`src/rtl/issue_pkg.sv`:
```
package issue_pkg;

   localparam int NINT   = 4;
   localparam int NUNIT  = 8;
   localparam int UNIT_W = 3;
   localparam int CLS_W  = 5;

   localparam int U_U0  = 0;
   localparam int U_U1  = 1;
   localparam int U_L0  = 2;
   localparam int U_L1  = 3;
   localparam int U_FA  = 4;
   localparam int U_FM  = 5;
   localparam int U_FS0 = 6;
   localparam int U_FS1 = 7;

   typedef enum logic [CLS_W-1:0] {
      C_ARITH   = 5'd0,
      C_ILOAD   = 5'd1,
      C_ISTORE  = 5'd2,
      C_FLOAD   = 5'd3,
      C_ITOF    = 5'd4,
      C_SHIFT   = 5'd5,
      C_IBR     = 5'd6,
      C_IMUL    = 5'd7,
      C_MVI     = 5'd8,
      C_CALL    = 5'd9,
      C_BARRIER = 5'd10,
      C_ICMOV   = 5'd11,
      C_FSTORE  = 5'd12,
      C_FTOI    = 5'd13,
      C_MULTI   = 5'd14,
      C_FADD    = 5'd15,
      C_FMUL    = 5'd16,
      C_FDIV_S  = 5'd17,
      C_FDIV_D  = 5'd18,
      C_FSQRT_S = 5'd19,
      C_FSQRT_D = 5'd20,
      C_FCMOV   = 5'd21
   } cls_e;

   // integer pipe eligibility, bit p set when pipe p may take the class
   function automatic logic [NINT-1:0] int_mask(input logic [CLS_W-1:0] c);
      case (c)
         C_ARITH, C_ICMOV:                    return 4'b1111;
         C_ILOAD, C_ISTORE, C_FLOAD, C_ITOF:  return 4'b1100;
         C_SHIFT, C_IBR:                      return 4'b0011;
         C_IMUL:                              return 4'b0010;
         C_MVI:                               return 4'b0001;
         C_CALL:                              return 4'b0100;
         C_BARRIER:                           return 4'b1000;
         default:                             return 4'b0000;
      endcase
   endfunction

endpackage

```
`src/rtl/issue_occ_table.sv`:
```
module issue_occ_table
   import issue_pkg::*;
#(
   parameter int DEPTH = 32
) (
   input  logic                              clk,
   input  logic                              rst_n,
   input  logic [NUNIT-1:0][DEPTH-1:0]       claim_i,
   output logic [NUNIT-1:0][DEPTH-1:0]       occ_o
);

   // one future-occupancy line per unit, bit k = busy k cycles ahead
   for (genvar u = 0; u < NUNIT; u++) begin : g_unit
      always_ff @(posedge clk) begin
         if (!rst_n) occ_o[u] <= '0;
         else        occ_o[u] <= {1'b0, claim_i[u][DEPTH-1:1]};
      end
   end

endmodule

```
`src/rtl/issue_slot_place.sv`:
```
module issue_slot_place
   import issue_pkg::*;
#(
   parameter int DEPTH      = 32,
   parameter int FST_LAG    = 2,
   parameter int FCMOV_GAP  = 4,
   parameter int FDIVS_CYC  = 9,
   parameter int FDIVD_CYC  = 12,
   parameter int FSQRTS_CYC = 15,
   parameter int FSQRTD_CYC = 30
) (
   input  logic                        en_i,
   input  logic                        first_i,
   input  logic [CLS_W-1:0]            cls_i,
   input  logic [NUNIT-1:0][DEPTH-1:0] occ_i,
   output logic                        fit_o,
   output logic [UNIT_W-1:0]           unit_o,
   output logic [NUNIT-1:0][DEPTH-1:0] occ_o
);

   function automatic logic [DEPTH-1:0] hold_bits(input int n);
      logic [DEPTH-1:0] v;
      v = '0;
      for (int k = 0; k < DEPTH; k++) if (k < n) v[k] = 1'b1;
      return v;
   endfunction

   cls_e                        c;
   logic [NINT-1:0]             imask;
   logic                        pair;
   logic                        fa_use;
   logic [DEPTH-1:0]            fa_pat;
   logic                        fs_ok, lo_ok, all_free;
   logic [UNIT_W-1:0]           fs_sel, lo_sel;
   logic                        fit;
   logic [UNIT_W-1:0]           unit;
   logic [NUNIT-1:0][DEPTH-1:0] res;

   always_comb begin
      c        = cls_e'(cls_i);
      imask    = int_mask(cls_i);
      pair     = (c == C_ICMOV);
      fa_use   = 1'b0;
      fa_pat   = '0;
      fs_ok    = 1'b0;
      lo_ok    = 1'b0;
      fs_sel   = '0;
      lo_sel   = '0;
      all_free = 1'b1;
      fit      = 1'b0;
      unit     = '0;
      res      = '0;
      case (c)
         C_FADD:    begin fa_use = 1'b1; fa_pat = hold_bits(1);          end
         C_FDIV_S:  begin fa_use = 1'b1; fa_pat = hold_bits(FDIVS_CYC);  end
         C_FDIV_D:  begin fa_use = 1'b1; fa_pat = hold_bits(FDIVD_CYC);  end
         C_FSQRT_S: begin fa_use = 1'b1; fa_pat = hold_bits(FSQRTS_CYC); end
         C_FSQRT_D: begin fa_use = 1'b1; fa_pat = hold_bits(FSQRTD_CYC); end
         C_FCMOV:   begin
            fa_use            = 1'b1;
            fa_pat[0]         = 1'b1;
            fa_pat[FCMOV_GAP] = 1'b1;
         end
         default: ;
      endcase

      if (|imask) begin
         // descending scan leaves the lowest-numbered free pipe selected
         for (int p = NINT-1; p >= 0; p--) begin
            if (imask[p] && !occ_i[p][0] && (!pair || !occ_i[p][1])) begin
               fit  = 1'b1;
               unit = UNIT_W'(p);
            end
         end
         if (fit) begin
            res[unit][0] = 1'b1;
            if (pair) res[unit][1] = 1'b1;
         end
      end else if (fa_use) begin
         if ((occ_i[U_FA] & fa_pat) == '0) begin
            fit       = 1'b1;
            unit      = UNIT_W'(U_FA);
            res[U_FA] = fa_pat;
         end
      end else if (c == C_FMUL) begin
         if (!occ_i[U_FM][0]) begin
            fit          = 1'b1;
            unit         = UNIT_W'(U_FM);
            res[U_FM][0] = 1'b1;
         end
      end else if (c == C_FSTORE || c == C_FTOI) begin
         for (int f = 1; f >= 0; f--) begin
            if (!occ_i[U_FS0+f][0]) begin
               fs_ok  = 1'b1;
               fs_sel = UNIT_W'(U_FS0 + f);
            end
         end
         for (int l = 1; l >= 0; l--) begin
            if (!occ_i[U_L0+l][FST_LAG]) begin
               lo_ok  = 1'b1;
               lo_sel = UNIT_W'(U_L0 + l);
            end
         end
         if (fs_ok && lo_ok) begin
            fit                  = 1'b1;
            unit                 = fs_sel;
            res[fs_sel][0]       = 1'b1;
            res[lo_sel][FST_LAG] = 1'b1;
         end
      end else if (c == C_MULTI) begin
         for (int u = 0; u < NUNIT; u++) if (occ_i[u][0]) all_free = 1'b0;
         if (all_free && first_i) begin
            fit  = 1'b1;
            unit = UNIT_W'(U_U0);
            for (int u = 0; u < NUNIT; u++) res[u][0] = 1'b1;
         end
      end
   end

   assign fit_o  = fit;
   assign unit_o = unit;
   assign occ_o  = (en_i && fit) ? (occ_i | res) : occ_i;

endmodule

```
`src/rtl/pipe_issue_alloc.sv`:
```
module pipe_issue_alloc
   import issue_pkg::*;
#(
   parameter int SLOTS      = 4,
   parameter int DEPTH      = 32,
   parameter int FST_LAG    = 2,
   parameter int FCMOV_GAP  = 4,
   parameter int FDIVS_CYC  = 9,
   parameter int FDIVD_CYC  = 12,
   parameter int FSQRTS_CYC = 15,
   parameter int FSQRTD_CYC = 30
) (
   input  logic                          clk,
   input  logic                          rst_n,
   input  logic [SLOTS-1:0]              slot_vld,
   input  logic [SLOTS-1:0][CLS_W-1:0]   slot_cls,
   output logic [SLOTS-1:0]              slot_go,
   output logic [SLOTS-1:0][UNIT_W-1:0]  slot_unit,
   output logic                          stall
);

   localparam int LONGEST = (FSQRTD_CYC > FSQRTS_CYC) ? FSQRTD_CYC : FSQRTS_CYC;

   if (SLOTS < 1) begin : g_bad_slots
      $error("pipe_issue_alloc: SLOTS must be at least 1");
   end
   if (DEPTH < LONGEST || DEPTH <= FCMOV_GAP || DEPTH <= FST_LAG) begin : g_bad_depth
      $error("pipe_issue_alloc: DEPTH too short for the longest reservation");
   end
   if (FDIVS_CYC < 1 || FDIVD_CYC < 1 || FSQRTS_CYC < 1 || FST_LAG < 1 || FCMOV_GAP < 1)
   begin : g_bad_cyc
      $error("pipe_issue_alloc: hold and lag values must be positive");
   end

   logic [NUNIT-1:0][DEPTH-1:0] occ_q;
   logic [NUNIT-1:0][DEPTH-1:0] occ_chain [SLOTS+1];
   logic                        blk       [SLOTS+1];
   logic                        any_go    [SLOTS+1];
   logic [SLOTS-1:0]            fit;

   assign occ_chain[0] = occ_q;
   assign blk[0]       = 1'b0;
   assign any_go[0]    = 1'b0;

   for (genvar s = 0; s < SLOTS; s++) begin : g_slot
      logic en;
      assign en = slot_vld[s] & ~blk[s];

      issue_slot_place #(
         .DEPTH      (DEPTH),
         .FST_LAG    (FST_LAG),
         .FCMOV_GAP  (FCMOV_GAP),
         .FDIVS_CYC  (FDIVS_CYC),
         .FDIVD_CYC  (FDIVD_CYC),
         .FSQRTS_CYC (FSQRTS_CYC),
         .FSQRTD_CYC (FSQRTD_CYC)
      ) u_place (
         .en_i    (en),
         .first_i (~any_go[s]),
         .cls_i   (slot_cls[s]),
         .occ_i   (occ_chain[s]),
         .fit_o   (fit[s]),
         .unit_o  (slot_unit[s]),
         .occ_o   (occ_chain[s+1])
      );

      assign slot_go[s]  = en & fit[s];
      assign blk[s+1]    = blk[s] | (slot_vld[s] & ~fit[s]);
      assign any_go[s+1] = any_go[s] | slot_go[s];
   end

   assign stall = blk[SLOTS];

   issue_occ_table #(.DEPTH(DEPTH)) u_occ (
      .clk     (clk),
      .rst_n   (rst_n),
      .claim_i (occ_chain[SLOTS]),
      .occ_o   (occ_q)
   );

endmodule

```
`config.mk`:
```
export PLATFORM = sky130hd
export DESIGN_NAME = pipe_issue_alloc
export DESIGN_NICKNAME = d
export VERILOG_FILES = /design/src/rtl/issue_pkg.sv /design/src/rtl/issue_occ_table.sv /design/src/rtl/issue_slot_place.sv /design/src/rtl/pipe_issue_alloc.sv
export SDC_FILE = /design/constraint.sdc
export NUM_CORES = 1
export LEC_CHECK = 0
export ABC_AREA = 1
export BUFFER_PORTS_ARGS = -buffer_cell sky130_fd_sc_hd__buf_2
export CAP_MARGIN = 20
export CORE_MARGIN = 2
export CORE_UTILIZATION = 35
export DETAILED_ROUTE_END_ITERATION = 10
export GPL_ROUTABILITY_DRIVEN = 0
export PLACE_DENSITY = 0.49
export SYNTH_ARGS = -nofsm -noshare
export SYNTH_HDL_FRONTEND = slang
export SYNTH_HIERARCHICAL = 1
export SYNTH_SLANG_ARGS = --single-unit
```
`constraint.sdc`:
```
create_clock -name clk -period 4.55 [get_ports clk]
set_input_delay 0 -clock clk [delete_from_list [all_inputs] [get_ports clk]]
set_output_delay 0 -clock clk [all_outputs]
set_load 0.005 [all_outputs]
```
Yosys cells after proc, flatten, opt, wreduce, memory -nomap -nowiden
Memories as Yosys holds them, arrays and structs flattened.
Cells that the tools add are included.
{"block": "word_totals", "register_bits": 256, "output_inout_bits": 17, "romBits": 256, "n_memories": 4, "word_cells": 677}
{"block": "op_classes", "n_eq_ne": 44, "bitwise": 42, "mux": 416, "order_cmp": 24, "n_reduce_logical": 131}
{"name": "(name not given)", "words": 16, "width": 4, "rd": 1, "rd_clocked_by_memory_dff": 0, "write_ports": 0, "line": "issue_pkg.sv:44", "rtl": "case (c)"}
{"name": "(name not given)", "words": 16, "width": 4, "rd": 1, "rd_clocked_by_memory_dff": 0, "write_ports": 0, "line": "issue_pkg.sv:44"}
{"name": "(name not given)", "words": 16, "width": 4, "rd": 1, "rd_clocked_by_memory_dff": 0, "write_ports": 0, "line": "issue_pkg.sv:44"}
{"name": "(name not given)", "words": 16, "width": 4, "rd": 1, "rd_clocked_by_memory_dff": 0, "write_ports": 0, "line": "issue_pkg.sv:44"}
{"op": "2-to-1 mux 256 bit", "n": 20}
{"op": "bitwise OR 256 bit", "n": 12}
{"op": "demux 32 bit (select 3 bit)", "n": 16}
{"op": "2-to-1 mux 31 bit", "n": 32}
{"op": "2-to-1 mux 160 bit", "n": 4}
{"op": "2-to-1 mux 128 bit", "n": 4}
{"op": "case mux 25 bit (4 select lines)", "n": 4}
{"op": "2-to-1 mux 96 bit", "n": 4}
{"op": "2-to-1 mux 95 bit", "n": 4}
{"op": "2-to-1 mux 3 bit", "n": 80}
{"op": "2-to-1 mux 1 bit", "n": 208}
{"op": "AND 32 x 30 -> 32 bit", "n": 4}
{"op": "zero test 32 bit", "n": 4}
{"op": "2-to-1 mux 32 bit", "n": 4}
{"op": "equality test 5 bit (second input constant)", "n": 24}
{"op": "2-to-1 mux 30 bit", "n": 4}
{"op": "equality test 5 x 4 -> 1 bit (second input constant)", "n": 20}
{"op": "2-to-1 mux 2 bit", "n": 28}
{"op": "logical AND 1 bit", "n": 55}
{"op": "< comparator 3 x 4 -> 1 bit (second input constant)", "n": 12}
{"op": ">= comparator 3 x 1 -> 1 bit (second input constant)", "n": 12}
{"op": "zero test 1 bit", "n": 36}
{"op": "OR reduction 4 bit", "n": 8}
{"op": "OR reduction 6 bit", "n": 4}
{"op": "other kinds (6)", "n": 54}

Depth between registers and ports, before layout
Gate-level depths: netlist of the first run.
{"block": "logic_depth", "ltp_word": 88, "mapped_depth": 56}

Hierarchy
The synthesis of the first run kept the hierarchy.
{"mod": "issue_occ_table", "seq_area_each_um2": 4964.8, "instances": 1, "cells_per_inst": 781, "area_each_um2": 7183.1}
{"mod": "issue_slot_place at g_slot[1].u_place", "seq_area_each_um2": 0.0, "instances": 1, "cells_per_inst": 538, "area_each_um2": 3261.9}
{"mod": "issue_slot_place at g_slot[2].u_place", "seq_area_each_um2": 0.0, "instances": 1, "cells_per_inst": 538, "area_each_um2": 3198.1}
{"mod": "issue_slot_place at g_slot[3].u_place", "seq_area_each_um2": 0.0, "instances": 1, "cells_per_inst": 537, "area_each_um2": 3051.7}
{"mod": "issue_slot_place at g_slot[0].u_place", "seq_area_each_um2": 0.0, "instances": 1, "cells_per_inst": 504, "area_each_um2": 3011.6}
{"mod": "pipe_issue_alloc", "seq_area_each_um2": 0.0, "instances": 1, "cells_per_inst": 25, "area_each_um2": 122.6}

Least setup slack after synthesis of the first run
No wires, ideal clock.
{"block": "synth_timing", "path_kind": "input to register", "start": "in slot_cls[0] (netlist name)", "end": "reg u_occ/occ_o[148] (netlist name)", "setup_time_ns": 0.109, "stages": 56, "arrival_time_ns": 4.672, "path_slack_ns": -0.231, "path_buffers": 4, "required_time_ns": 4.441, "cell_sequence": "inv_1 ha_1 inv_1 nand2_1 nand3_1 nand2_1 inv_2 nor2_2 nor2_2 inv_1 nor2_1 nand2_2 nand3_2 buf_4 nand2_1 nor2_1 nand2_1 nor2_1 (+20 left out) buf_8 nand2_2 nand2_1 nor2_1 nand2_1 nor2_1 nand2_1 nand2_1 nand3_1 nor2_4 nand2_2 nand2_4 nand2_4 buf_6 nand2_1 nand2_1 nand2_1 inv_1"}
{"item": "from (decl)", "line": "pipe_issue_alloc.sv:16", "rtl": "input logic [SLOTS-1:0][CLS_W-1:0] slot_cls,"}
{"item": "to (signal, indexed assignment)", "line": "issue_occ_table.sv:16", "rtl": "else occ_o[u] <= {1'b0, claim_i[u][DEPTH-1:1]};"}
{"item": "to (decl)", "line": "issue_occ_table.sv:9", "rtl": "output logic [NUNIT-1:0][DEPTH-1:0] occ_o"}

==> results of run 1 <==
==> per-layer routing <==
layer | routed length [um] | part of all wire (%) | track usage [%]
met3 | 993 | 2.9 | 1.63
met1 | 15300 | 45 | 14.0
met2 | 16800 | 49 | 20.8
met4 | 1220 | 3.5 | 4.49
met5 | 0 | 0 | 0
==> metrics by stage <==
step	hold WS [ns]	power [mW]	instances	TNS (ns)
after detailed placement	0.316	3.58	3047	-37.21
after global placement	0.314	3.57	3047	-32.48
after global routing	0.204	6.28	3161	-51.69
after CTS	0.117	5.90	3140	-32.67
after floorplan	0.100	3.16	2899	-1.27
final	0.198	5.94	3161	-35.99
==> area by class of cell <==
cell class / instances / share of cell area [%]
clock buffers: 40 / 4.18
clock inverters: 10 / 0.405
inverters: 509 / 10.5
multi-input cells: 1220 / 36.3
flip-flops and latches: 248 / 26.9
well taps: 748 / 5.05
repair buffers: 386 / 16.8
==> how the worst max path moves through the flow <==
stage | startpoint | endpoint | slack, ns | cells after the start
floorplan | slot_cls[0] | u_occ/occ_o[147] | -0.1 | 55
global placement | slot_cls[0] | u_occ/occ_o[143] | -0.90 | 50
detailed placement | slot_cls[0] | u_occ/occ_o[144] | -1.02 | 49
CTS | u_occ/occ_o[147] | slot_unit[11] | -0.93 | 47
global route | u_occ/occ_o[145] | slot_unit[11] | -1.37 | 47
finish | u_occ/occ_o[145] | slot_unit[11] | -1.0 | 47
==> cell usage in the layout, fill, tap and decap left out, types with 14 or more instances in the layout <==
| cell | n |
|---|---|
| nand3_1 | 110 |
| nor2_2 | 39 |
| nand4_1 | 29 |
| inv_1 | 467 |
| nand3_2 | 46 |
| buf_6 | 14 |
| nor2_1 | 116 |
| nand2_4 | 33 |
| nand2_1 | 582 |
| buf_4 | 311 |
| nor2_4 | 15 |
| ha_1 | 16 |
| inv_2 | 36 |
| clkbuf_16 | 27 |
| nand2_2 | 116 |
| dfxtp_1 | 238 |
| buf_2 | 41 |
| a21oi_1 | 18 |
==> critical path, delay by kind of cell, from the launching register on <==
| family | cells | cell delay, ns |
|---|---|---|
| and+or+nand+nor | 42 | 3.88 |
| AOI/OAI and AO/OA | 1 | 0.14 |
| DFF | 1 | 0.33 |
| buffers and inverters | 4 | 0.64 |
==> what timing repair did <==
action / CTS / global route
pin swaps: 51 / 59
hold buffers: 1 / 0
endpoints found under the setup margin: 42 / 43
endpoints found under the hold margin: 76 / 0
gates cloned: 9 / 0
gates resized for setup: 107 / 110
buffers inserted: 34 / 22
==> power breakdown <==
group	switching, mW	leakage (nW)	internal, mW
logic	0.909	8.59	0.755
registers	0.0164	2.01	2.21
clock network	0.869	0.410	1.19
==> flow_summary.ini, run 1 <==
[timing]
relSlewSlack_pct = 53.9
setup_ws_ns = -0.996
skew_ns = 0.0188
drv_slew = 0
rsz0062_at_grt = true
worst_slew_pin_slew_ns = 0.691
setup_viol = 41
max_freq_ghz = 0.180
hold_violations = 0
period_needed_ns = 5.55
period_share_pct = 122

[global_routing]
grt_pass1_vias = 11700
grt_start_max_net_pins = 171
grt_antenna_before_repair = 0
grt_pass1_wl_mm = 55.6
overflow = 0
grtUsageTotal_pct = 11.6

[placement]
numPortBuffers = 42
pre_cts_ws_ns = -1.02
post-dp-hpwl_mm = 25.2
place_area_sq_mm = 0.0163

[hold_path]
hp-class = in2reg
min_to = u_occ/occ_o[131]
min_path_cells = 8
hp-start = slot_vld[3]

[detailed_routing]
first_pass_iters = 5
drc_errors = 0
drtAntennaViolNets = 0
num_vias = 12500
viasPerCell = 3.95
wirelength_mm = 34.3
drt-initial-drc-count = 518
wire_per_inst_um = 10.9

[power]
pwr_density_cell_mw_per_mm2 = 321
ir_worst_vdd_uv = 254
power.leakage_nw = 11.0

[worst_setup_path]
critPathKind = reg2out
r2r_slack_ns = -0.97
crit_path_max_incr_delay_ns = 0.33
arrival_ns = 5.55
cp.required_ns = 4.55
start_kind = register
r2r-end = u_occ/occ_o[145]
rr_worst_depth = 53
cp_max_fo = 8
r2r_start = u_occ/occ_o[145]
endpoint_kind = output port
critPathSlowestCell = dfxtp_2
crit_top_cell = nand2_1

[cells_and_area]
utilization_pct = 33.4
seqCellArea_sq_mm = 0.00498
drive_gt1_share_pct = 32.5
top_register = u_occ/occ_o
final_area_sq_mm = 0.0185
n_antenna_cell = 0
reg_top3 = u_occ/occ_o: 248 flops
final_nets = 2438
multi_input_area_sq_mm = 0.00672
fillers = 5940
largest_reg_flops = 248
area_delta_synth_final_pct = -5.90

[floorplan]
design.core.area_sq_mm = 0.0554
std_cell_rows = 86
die_width_um = 241
io_pins = 43
start_util_pct = 35.5
fp.dieArea_sq_mm = 0.0582
fp.dieH_um = 241

[clocking]
cts_tree = yes
h-tree-depth = 1
cts.sinks = 248
cts-root-buf = clkbuf_16
clk-insertion-delay-late_ns = 0.55
cts_max_path_buffers = 3
clk_pin_slew_ns = 0.07
numCtsBuffers = 27

[logic_synthesis]
yosys_warnings = 6
synth_area_sq_mm = 0.0197
synth.avg_cell_area_sq_um = 6.81
synth_cells = 2892

[run_status]
outcome = complete, but fails checks
violations = negative setup slack

[run]
maxCapViolations = 0
Power figures use the tool's default switching activity.
==> inputs of run 2 (changes only) <==
--- a/config.mk
+++ b/config.mk
@@ -5,7 +5,6 @@
 export SDC_FILE = /design/constraint.sdc
 export NUM_CORES = 1
 export LEC_CHECK = 0
-export ABC_AREA = 1
 export BUFFER_PORTS_ARGS = -buffer_cell sky130_fd_sc_hd__buf_2
 export CAP_MARGIN = 20
 export CORE_MARGIN = 2
@@ -13,6 +12,7 @@
 export DETAILED_ROUTE_END_ITERATION = 10
 export GPL_ROUTABILITY_DRIVEN = 0
 export PLACE_DENSITY = 0.49
+export SLEW_MARGIN = 20
 export SYNTH_ARGS = -nofsm -noshare
 export SYNTH_HDL_FRONTEND = slang
 export SYNTH_HIERARCHICAL = 1
==> flow_summary.ini, run 2 <==
[global_routing]
grt_pass1_wl_mm = 46.7
grt_pass1_vias = 9027
overflow = 0
grt_start_max_net_pins = 119
grtUsageTotal_pct = 10.7
grt_antenna_before_repair = 0

[run_status]
violations = negative setup slack
outcome = complete, but fails checks

[detailed_routing]
viasPerCell = 4.27
drtAntennaViolNets = 0
wirelength_mm = 28.8
drc_errors = 0
num_vias = 9234
first_pass_iters = 5
wire_per_inst_um = 13.3
drt-initial-drc-count = 398

[clocking]
cts_tree = yes
cts-root-buf = clkbuf_16
clk-insertion-delay-late_ns = 0.54
cts.sinks = 248
ctsHoldBuffers = 0
clk_pin_slew_ns = 0.06
cts_max_path_buffers = 3
h-tree-depth = 1
numCtsBuffers = 26

[timing]
worst_slew_pin_slew_ns = 0.859
period_share_pct = 141
setup_ws_ns = -1.88
drv_slew = 0
relSlewSlack_pct = 41.9
setup_viol = 44
skew_ns = 0.00796
fin_tns_setup_ns = -59.47
whs_ns = 0.107
max_freq_ghz = 0.156
hold_violations = 0
period_needed_ns = 6.43
rsz0062_at_grt = true

[cells_and_area]
drive_gt1_share_pct = 36.2
reg_top3 = u_occ/occ_o: 248 flops
final_common_cell = buf_4
final_nets = 1516
final_cell_mix = buf_4 (258), and2_1 (247), dfxtp_1 (238), a21o_1 (75), nand2_1 (48)
top_register = u_occ/occ_o
area_delta_synth_final_pct = -11.4
largest_reg_flops = 248

[floorplan]
start_util_pct = 35.6
io_pins = 43
std_cell_rows = 82
design.core.area_sq_mm = 0.0503
fp.dieH_um = 230
fp.dieArea_sq_mm = 0.0529
die_width_um = 230

[worst_setup_path]
endpoint_kind = output port
worst-path-buf-inv = 7
r2r-end = u_occ/occ_o[134]
cp-endpoint = slot_go[3]
arrival_ns = 6.43
rr_worst_depth = 30
r2r_slack_ns = -1.51
critPathKind = reg2out
crit_top_cell = buf_6
critPathTopFamily = simple AND/OR/NAND/NOR gates
cp.required_ns = 4.55
critPathSlowestCell = or4_4
cp_max_fo = 5
crit_start = u_occ/occ_o[136]
r2r_start = u_occ/occ_o[136]
cp.depth = 30
start_kind = register
crit_path_max_incr_delay_ns = 0.62

[power]
ir_worst_vdd_uv = 253
power.leakage_nw = 7.54
pwr_density_cell_mw_per_mm2 = 328

[hold_path]
hp-start = rst_n
min_path_cells = 2
hp-class = in2reg

[logic_synthesis]
synth.avg_cell_area_sq_um = 8.75
synth_cells = 2043
synth_area_sq_mm = 0.0179
yosys_warnings = 6

[run]
maxCapViolations = 0

[placement]
post-dp-hpwl_mm = 20.9
numPortBuffers = 42
-- run 2: cell types whose count changed in the layout (fill, tap and decap cells not counted), sizes merged, moves of 15 or more --
cell,previous run,this run
nor2b,0,15
nand3,169,12
o21bai,0,24
nor4,1,32
and2,1,257
nand2,741,53
or2,0,27
inv,512,27
nor2,172,34
nand4,34,8
nand2b,0,35
a21o,0,75
buf,385,321
-- run 2: per-stage QoR --
step | worst slack, ns | area [sq um] | std cells | util [%] | power [mW]
after detailed placement | -1.67 | 14100 | 2088 | 28.0 | 3.03
after floorplan | -0.682 | 18100 | 2050 | - | 2.79
after global placement | -1.55 | 14100 | 2088 | 28.0 | 3.03
final | -1.88 | 15800 | 2161 | 31.5 | 5.20
after CTS | -1.83 | 15400 | 2150 | 30.6 | 5.24
after global routing | -2.08 | 15800 | 2160 | 31.5 | 5.45
-- run 2: how the worst min path moves through the flow --
stage	slack, ns	endpoint
5_1_grt	0.13	u_occ/occ_o[65]
3_3_place_gp	0.34	stall
4_1_cts	0.09	u_occ/occ_o[65]
3_5_place_dp	0.34	stall
2_1_floorplan	0.09	slot_go[0]
6_report	0.11	u_occ/occ_o[89]
-- run 2: final cells by class --
type | count | area, sq um
tap | 672 | 841
clock buffer | 36 | 728
sequential | 248 | 4990
antenna | 1 | 2.50
clock inverter | 10 | 134
fill | 5242 | 34400
inverter | 26 | 120
timing repair buffer | 321 | 2450
multi-input combinational | 847 | 6570
-- run 2: routing by layer --
layer,global-route usage [%],vias up,wire (um)
met2,18.2,135,13600
met1,13.6,4373,13500
met3,1.59,57,898
met4,3.93,0,859
met5,0,-,0
li1,-,4669,-
-- run 2: report_power, final --
part | internal (mW) | switching, mW
registers | 2.19 | 0.0111
clock network | 1.24 | 0.848
logic | 0.469 | 0.441
-- run 2: what timing repair did --
| action | in CTS | in global routing |
|---|---|---|
| pin swaps | 44 | 51 |
| cloned | 3 | 0 |
| buffers inserted | 15 | 16 |
| gates resized for setup | 57 | 81 |
| setup endpoints to repair | 44 | 44 |
